[src/rtl/ccfe_pkg.sv]
package ccfe_pkg;
    typedef enum logic [1:0] {
        OP_ADD  = 2'd0,
        OP_SUB  = 2'd1,
        OP_MOVE = 2'd2,
        OP_BTST = 2'd3
    } op_e;

    typedef enum logic [1:0] {
        SZ_BYTE = 2'd0,
        SZ_WORD = 2'd1,
        SZ_DW   = 2'd2,
        SZ_DW2  = 2'd3
    } size_e;

    localparam int FB_C = 0;
    localparam int FB_V = 1;
    localparam int FB_Z = 2;
    localparam int FB_N = 3;
    localparam int FB_X = 4;

    typedef struct packed {
        logic n;
        logic z;
        logic v;
        logic c;
    } flags_t;
endpackage

[src/rtl/ccfe_arith_flags.sv]
module ccfe_arith_flags
    import ccfe_pkg::*;
#(
    parameter int W = 32
) (
    input  op_e            op,
    input  size_e          size,
    input  logic [W-1:0]   src,
    input  logic [W-1:0]   dst,
    input  logic [W-1:0]   res,
    output flags_t         flags
);
    logic [W-1:0] s_eff;
    logic sgn_s, sgn_d, sgn_r, zr;

    always_comb begin
        // the source is inverted for subtract and compare
        s_eff = (op == OP_SUB) ? ~src : src;
        // the size selects the sign bit and the zero span
        unique case (size)
            SZ_BYTE: begin
                sgn_s = s_eff[7]; sgn_d = dst[7]; sgn_r = res[7];
                zr = (res[7:0] == 8'd0);
            end
            SZ_WORD: begin
                sgn_s = s_eff[15]; sgn_d = dst[15]; sgn_r = res[15];
                zr = (res[15:0] == 16'd0);
            end
            default: begin
                sgn_s = s_eff[W-1]; sgn_d = dst[W-1]; sgn_r = res[W-1];
                zr = (res == '0);
            end
        endcase

        flags = '0;
        if (sgn_r) begin
            // negative result
            flags.n = 1'b1;
            if (!sgn_s && !sgn_d)     flags.v = 1'b1;
            else if (sgn_s && sgn_d)  flags.c = 1'b1;
        end else begin
            // non-negative result
            flags.z = zr;
            flags.v = sgn_s & sgn_d;
            flags.c = sgn_s | sgn_d;
        end
        if (op == OP_SUB) flags.c = ~flags.c;

        // wide move, logic and shift give only N and Z; R6: byte keeps the table
        if (op == OP_MOVE && size != SZ_BYTE) begin
            flags   = '0;
            flags.n = sgn_r;
            flags.z = !sgn_r && zr;
        end
    end
endmodule

[src/rtl/ccfe_bit_test.sv]
module ccfe_bit_test
    import ccfe_pkg::*;
#(
    parameter int W = 32
) (
    input  logic [W-1:0] value,
    input  logic [W-1:0] sel,
    input  logic [W-1:0] ccs_in,
    input  logic         legacy,
    output logic [W-1:0] ccs_out
);
    localparam int IDX_W = $clog2(W);

    logic [IDX_W-1:0] idx;
    logic [W-1:0]     low_mask;
    logic             bit_set, low_zero;

    always_comb begin
        idx      = sel[IDX_W-1:0];
        low_mask = '0;
        for (int k = 0; k < W; k++) begin
            if (k <= int'(idx)) low_mask[k] = 1'b1;
        end
        bit_set  = value[idx];
        low_zero = ((value & low_mask) == '0);

        // clear X, N and Z, then load N and Z
        ccs_out        = ccs_in;
        ccs_out[FB_X]  = 1'b0;
        ccs_out[FB_N]  = bit_set;
        ccs_out[FB_Z]  = low_zero;
        // the older rule also clears V and C
        if (legacy) begin
            ccs_out[FB_V] = 1'b0;
            ccs_out[FB_C] = 1'b0;
        end
    end
endmodule

[src/rtl/ccfe_merge.sv]
module ccfe_merge
    import ccfe_pkg::*;
#(
    parameter int W = 32
) (
    input  flags_t       flags,
    input  logic [W-1:0] ccs_in,
    input  logic [W-1:0] mask,
    input  logic         x_cur,
    output logic [W-1:0] ccs_out
);
    logic [W-1:0] eff_mask, fvec;

    always_comb begin
        fvec       = '0;
        fvec[FB_N] = flags.n;
        fvec[FB_Z] = flags.z;
        fvec[FB_V] = flags.v;
        fvec[FB_C] = flags.c;
        // X is always in the mask and never set in the flag vector
        eff_mask       = mask;
        eff_mask[FB_X] = 1'b1;
        // with extend active, a computed Z may not overwrite the old one
        if (x_cur && flags.z) eff_mask[FB_Z] = 1'b0;
        ccs_out = (ccs_in & ~eff_mask) | (fvec & eff_mask);
    end
endmodule

[src/rtl/ccflag_eval.sv]
module ccflag_eval
    import ccfe_pkg::*;
#(
    parameter int W = 32
) (
    input  logic         clk,
    input  logic         rst_n,
    input  logic         in_vld,
    input  logic [1:0]   op_i,
    input  logic [1:0]   size_i,
    input  logic [W-1:0] src_i,
    input  logic [W-1:0] dst_i,
    input  logic [W-1:0] res_i,
    input  logic [W-1:0] ccs_i,
    input  logic [W-1:0] upd_mask_i,
    input  logic         x_i,
    input  logic         legacy_i,
    output logic [W-1:0] ccs_o,
    output logic         out_vld
);
    typedef enum logic [1:0] { S_EMPTY, S_FRESH, S_HELD } st_e;

    st_e          st_q, st_d;
    op_e          op;
    size_e        size;
    flags_t       aflags;
    logic [W-1:0] merged, tested, ccs_next, ccs_q;

    assign op   = op_e'(op_i);
    assign size = size_e'(size_i);

    ccfe_arith_flags #(.W(W)) u_arith (
        .op(op), .size(size), .src(src_i), .dst(dst_i), .res(res_i), .flags(aflags)
    );

    ccfe_merge #(.W(W)) u_merge (
        .flags(aflags), .ccs_in(ccs_i), .mask(upd_mask_i), .x_cur(x_i), .ccs_out(merged)
    );

    ccfe_bit_test #(.W(W)) u_btst (
        .value(dst_i), .sel(src_i), .ccs_in(ccs_i), .legacy(legacy_i), .ccs_out(tested)
    );

    assign ccs_next = (op == OP_BTST) ? tested : merged;

    always_comb begin
        st_d = st_q;
        unique case (st_q)
            S_EMPTY: st_d = in_vld ? S_FRESH : S_EMPTY;
            S_FRESH: st_d = in_vld ? S_FRESH : S_HELD;
            S_HELD:  st_d = in_vld ? S_FRESH : S_HELD;
            default: st_d = S_EMPTY;
        endcase
    end

    always_ff @(posedge clk) begin
        if (!rst_n) st_q <= S_EMPTY;
        else        st_q <= st_d;
    end

    always_ff @(posedge clk) begin
        if (!rst_n)      ccs_q <= '0;
        else if (in_vld) ccs_q <= ccs_next;
    end

    assign ccs_o   = ccs_q;
    assign out_vld = (st_q == S_FRESH);

    p_latency_r12: assert property (@(posedge clk) disable iff (!rst_n)
        in_vld |=> out_vld);
    p_hold_r12: assert property (@(posedge clk) disable iff (!rst_n)
        !in_vld |=> ($stable(ccs_o) && !out_vld));
    p_x_clear_r11: assert property (@(posedge clk) disable iff (!rst_n)
        (in_vld && op_i != 2'd3) |=> !ccs_o[FB_X]);
    p_unmasked_keep_r9: assert property (@(posedge clk) disable iff (!rst_n)
        (in_vld && op_i != 2'd3) |=>
            (((ccs_o ^ $past(ccs_i)) & ~($past(upd_mask_i) | (W'(1) << FB_X))) == '0));
    p_sticky_z_r10: assert property (@(posedge clk) disable iff (!rst_n)
        (in_vld && op_i != 2'd3 && x_i && !ccs_i[FB_Z]) |=> !ccs_o[FB_Z]);
    p_btst_keep_r7: assert property (@(posedge clk) disable iff (!rst_n)
        (in_vld && op_i == 2'd3 && !legacy_i) |=>
            (ccs_o[FB_V] == $past(ccs_i[FB_V]) && ccs_o[FB_C] == $past(ccs_i[FB_C])
             && ccs_o[W-1:FB_X+1] == $past(ccs_i[W-1:FB_X+1])));
    p_btst_legacy_r8: assert property (@(posedge clk) disable iff (!rst_n)
        (in_vld && op_i == 2'd3 && legacy_i) |=> (!ccs_o[FB_V] && !ccs_o[FB_C]));
endmodule

[config.mk]
export PLATFORM = sky130hd
export DESIGN_NAME = ccflag_eval
export DESIGN_NICKNAME = d
export VERILOG_FILES = /design/src/rtl/ccfe_pkg.sv /design/src/rtl/ccfe_arith_flags.sv /design/src/rtl/ccfe_bit_test.sv /design/src/rtl/ccfe_merge.sv /design/src/rtl/ccflag_eval.sv
export SDC_FILE = /design/constraint.sdc
export NUM_CORES = 1
export LEC_CHECK = 0
export CAP_MARGIN = 10
export CORE_MARGIN = 4
export CORE_UTILIZATION = 33
export CTS_CLUSTER_DIAMETER = 40
export CTS_CLUSTER_SIZE = 24
export DETAILED_ROUTE_END_ITERATION = 6
export PLACE_DENSITY_LB_ADDON = 0.25
export SLEW_MARGIN = 20
export SYNTH_ARGS = -nofsm -noshare
export SYNTH_HDL_FRONTEND = slang
export SYNTH_SLANG_ARGS = --single-unit
[constraint.sdc]
create_clock -name clk -period 2 [get_ports clk]
set_clock_uncertainty 0.1 [all_clocks]
set_input_delay 0.2 -clock clk [delete_from_list [all_inputs] [get_ports clk]]
set_output_delay 0.2 -clock clk [all_outputs]
set_load 0.01 [all_outputs]
==> flow_summary.ini <==
[timing]
final-setup-viol-count = 0
slew_viol_final = 0
timing.fmax_ghz = 0.528
setup_repair_after_global_routing_missed_its_margin = false
hold-worst-slack_ps = 279
timing.final.crit_share = 0.947
fin_setup_tns_ps = 0
layout_min_cycle_time_ps = 1890
number_of_hold_slack_violations_in_the_final_timing_report = 0
postLayoutSetupSlackWorst_ps = 106

[global_routing]
track_usage = 0.194
total_gr_overflow = 0
global_route_wire_length_before_repair_um = 14000
grt_pass1_vias = 2938
grt_start_max_net_pins = 46
antenna_found_initial = 0

[logic_synthesis]
netlist-cell-type-count = 50
postSynthRegisterBits = 33
yosys.area_share.simple = 0.295
synth_flop_cell = sky130_fd_sc_hd__dfxtp_1
synth.cell_area_um2 = 2510
syn_nets = 500
synth.area.mux_share = 0.105
synth_top_family_by_area = simple AND/OR/NAND/NOR gates
asyncSetResetFlopFracSynth = 0
yosys_warnings = 0
syn_area_per_cell_um2 = 7.65
synthAdderAreaFrac = 0.0150
area_fraction_in_compound_gates_after_synthesis = 0.258
xor_xnor_fraction_of_synth_area = 0.00349
synth.yosys.seq_area_share = 0.263
synth-edff-count = 0
synth_cells = 328

[route]
post_detailed_route_wirelength_per_cell_um = 15.1
ant_nets = 0
number_of_vias_after_detailed_routing = 3144
detail_route.wirelength_um = 9310
via_per_inst = 5.10
drtIter0Drc = 74
drc = 0
dr.pass1.iters = 4

[clock_network]
cts_tree = yes
clockRootBuffer = sky130_fd_sc_hd__clkbuf_8
cts-buffers-inserted = 5
clock_path_buffers = 2
clk-insertion-delay-late_ps = 270
depth_of_the_cts_h_tree = 2
cts.sinks = 33
clk_pin_slew_ps = 60

[setup_path]
critical-path-max-stage-delay_ps = 480
worst-endpoint-arrival_ps = 1950
worstSetupPathType = input port to flop
critical_path.n_buffers_inverters = 1
crit_path_cell_trace = clkdlybuf4s50_1 > mux4_2 > mux2_2 > and3_4 > nor4_4 > o311ai_1
cp_max_fo = 2
critPathSlowestCell = sky130_fd_sc_hd__mux4_2
cp_top_family = multiplexers
worst-endpoint-required_ps = 2050
worstSetupStartpointType = input port
worstSetupEndpointType = flop

[status]
outcome = finished, final reports clean

[placement]
place_worst_setup_slack_ps = -494
placement.io_buffers = 174
gp_routability_congestion = 0.894
instance_area_at_placement_um2 = 4520
place_hpwl_um = 7600

[power_and_ir_drop]
power_per_cell_area_nw_per_um2 = 448
clock_network_fraction_of_total_power = 0.306
seq_power_share = 0.339
comb_power_share = 0.355
cellLeakagePower_nw = 1.77
p_int_w = 0.00157
p_sw_frac = 0.251
switching_power_w = 0.000524
vdd.ir_drop.worst_uv = 224

[final_layout]
fillers = 649
layout.nets = 688
layout_common_cells = sky130_fd_sc_hd__clkdlybuf4s50_1, sky130_fd_sc_hd__nand2_1, sky130_fd_sc_hd__nand3_1, sky130_fd_sc_hd__dfxtp_1, sky130_fd_sc_hd__buf_4
layout_commonest_cell = sky130_fd_sc_hd__clkdlybuf4s50_1
final_layout_size_suffix_gt1_frac = 0.106
syn2layout_area_growth_pct = 86.2
insertedDiodeCount = 0
postLayoutCellArea_um2 = 4670

[die]
chipHeight_um = 95.2
floorplan.initialDensity = 0.342
floorplan.die.width_um = 95.2
core-area_um2 = 7330
top_level_ports = 202
die_outline_area_um2 = 9060
rows = 31

[job]
timing.max_cap.violations = 0

[worst_hold_path]
holdCritPathClass = input port to flop
-- stage by stage --
step | power (W) | utilization | std cells
2_1_floorplan | 0.000986 | - | 328
3_3_place_gp | 0.00144 | 0.617 | 608
4_1_cts | 0.00211 | 0.634 | 616
6_report | 0.00209 | 0.637 | 616
3_5_place_dp | 0.00145 | 0.617 | 608
5_1_grt | 0.00221 | 0.637 | 616
-- cell usage after synthesis (2+ instances only) --
library cell                 n  area [µm²]
sky130_fd_sc_hd__a31oi_1     2        12.5
sky130_fd_sc_hd__a21boi_0   29         218
sky130_fd_sc_hd__nand4_1     4        25.0
sky130_fd_sc_hd__and3_1      2        12.5
sky130_fd_sc_hd__nor2_1      8        30.0
sky130_fd_sc_hd__buf_2       3        15.0
sky130_fd_sc_hd__inv_1       7        26.3
sky130_fd_sc_hd__a2111oi_0   3        26.3
sky130_fd_sc_hd__nor4_1     11        68.8
sky130_fd_sc_hd__mux2_2      6        67.6
sky130_fd_sc_hd__nand2_1    38         143
sky130_fd_sc_hd__dfxtp_1    33         661
sky130_fd_sc_hd__a21oi_1    11        55.1
sky130_fd_sc_hd__a311o_1     2        20.0
sky130_fd_sc_hd__and2_1      2        12.5
sky130_fd_sc_hd__nand2b_1   31         194
sky130_fd_sc_hd__o2111ai_1   5        43.8
sky130_fd_sc_hd__o31ai_1     3        22.5
sky130_fd_sc_hd__nor3_1      7        35.0
sky130_fd_sc_hd__mux2i_1     9        90.1
sky130_fd_sc_hd__o211ai_1    3        22.5
sky130_fd_sc_hd__clkbuf_1   22        82.6
sky130_fd_sc_hd__o22ai_1     4        25.0
sky130_fd_sc_hd__o21ai_0    17        85.1
sky130_fd_sc_hd__nor2b_1     4        25.0
sky130_fd_sc_hd__nand3_1    33         165
sky130_fd_sc_hd__ha_1        3        37.5
sky130_fd_sc_hd__mux4_1      4         105
-- power by group through the flow --
stage               Sequential, W  Clock, W  Combinational, W
finish                   0.000709  0.000641          0.000742
global route             0.000712  0.000695          0.000801
CTS                      0.000709  0.000662          0.000735
detailed placement       0.000724         0          0.000729
global placement         0.000722         0          0.000722
floorplan                0.000738         0          0.000247
-- area by class of cell --
class / instances / area, µm² / share of cell area
clock buffer: 7 / 86.3 / 0.0185
clock inverter: 1 / 30.0 / 0.00643
inverter: 7 / 26.3 / 0.00562
multi-input combinational: 260 / 1730 / 0.370
sequential: 33 / 661 / 0.141
tap: 99 / 124 / 0.0265
timing repair buffer: 209 / 2020 / 0.432
-- metal layers --
metal | global-route usage | routed length (µm) | part of all wire | up-vias
li1 | - | - | - | 1584
met5 | 0 | 0 | 0 | -
met4 | 0.0589 | 137 | 0.015 | 0
met1 | 0.224 | 3690 | 0.40 | 1423
met2 | 0.360 | 4610 | 0.50 | 125
met3 | 0.0347 | 870 | 0.093 | 12
-- cells by family (layout without fill, tap and decap cells) --
| family | count (synthesis) | in the layout |
|---|---|---|
| muxes | 19 | 19 |
| buffers and inverters | 35 | 224 |
| xor gates and xnor gates | 1 | 1 |
| other | 1 | 1 |
| adders and majority gates | 3 | 3 |
| AOI/OAI and AO/OA | 92 | 92 |
| DFF | 33 | 33 |
| and+or+nand+nor | 144 | 144 |
-- flip-flops by register name, indices dropped and copies added, names as in the netlist --
signal / count
ccs_o: 31
st_q: 2
-- repair_timing --
item	CTS	global route
buffers inserted	0	0
pin swaps	1	2
gates cloned	0	0
hold buffers	0	0
resized for setup	3	9
endpoints found under the setup margin	1	1
-- path summary, 6_finish.rpt --
kind / start / endpoint / slack (ps) / cells past startpoint
min: in_vld / st_q[1]$_SDFF_PN0_ / 280 / 3
max: dst_i[15] / ccs_o[3]$_SDFFE_PN0P_ / 110 / 6
min reg2reg: ccs_o[28]$_SDFFE_PN0P_ / ccs_o[28]$_SDFFE_PN0P_ / 380 / 2
max reg2reg: ccs_o[2]$_SDFFE_PN0P_ / ccs_o[2]$_SDFFE_PN0P_ / 950 / 4
-- worst register-to-register path, delay by kind of cell (launching register included) --
kind             cells  cell delay [ps]
AND/OR/NAND/NOR      1              100
flip-flops           1              350
AO/OA/AOI/OAI        3              430
Power figures use the tool's default switching activity.
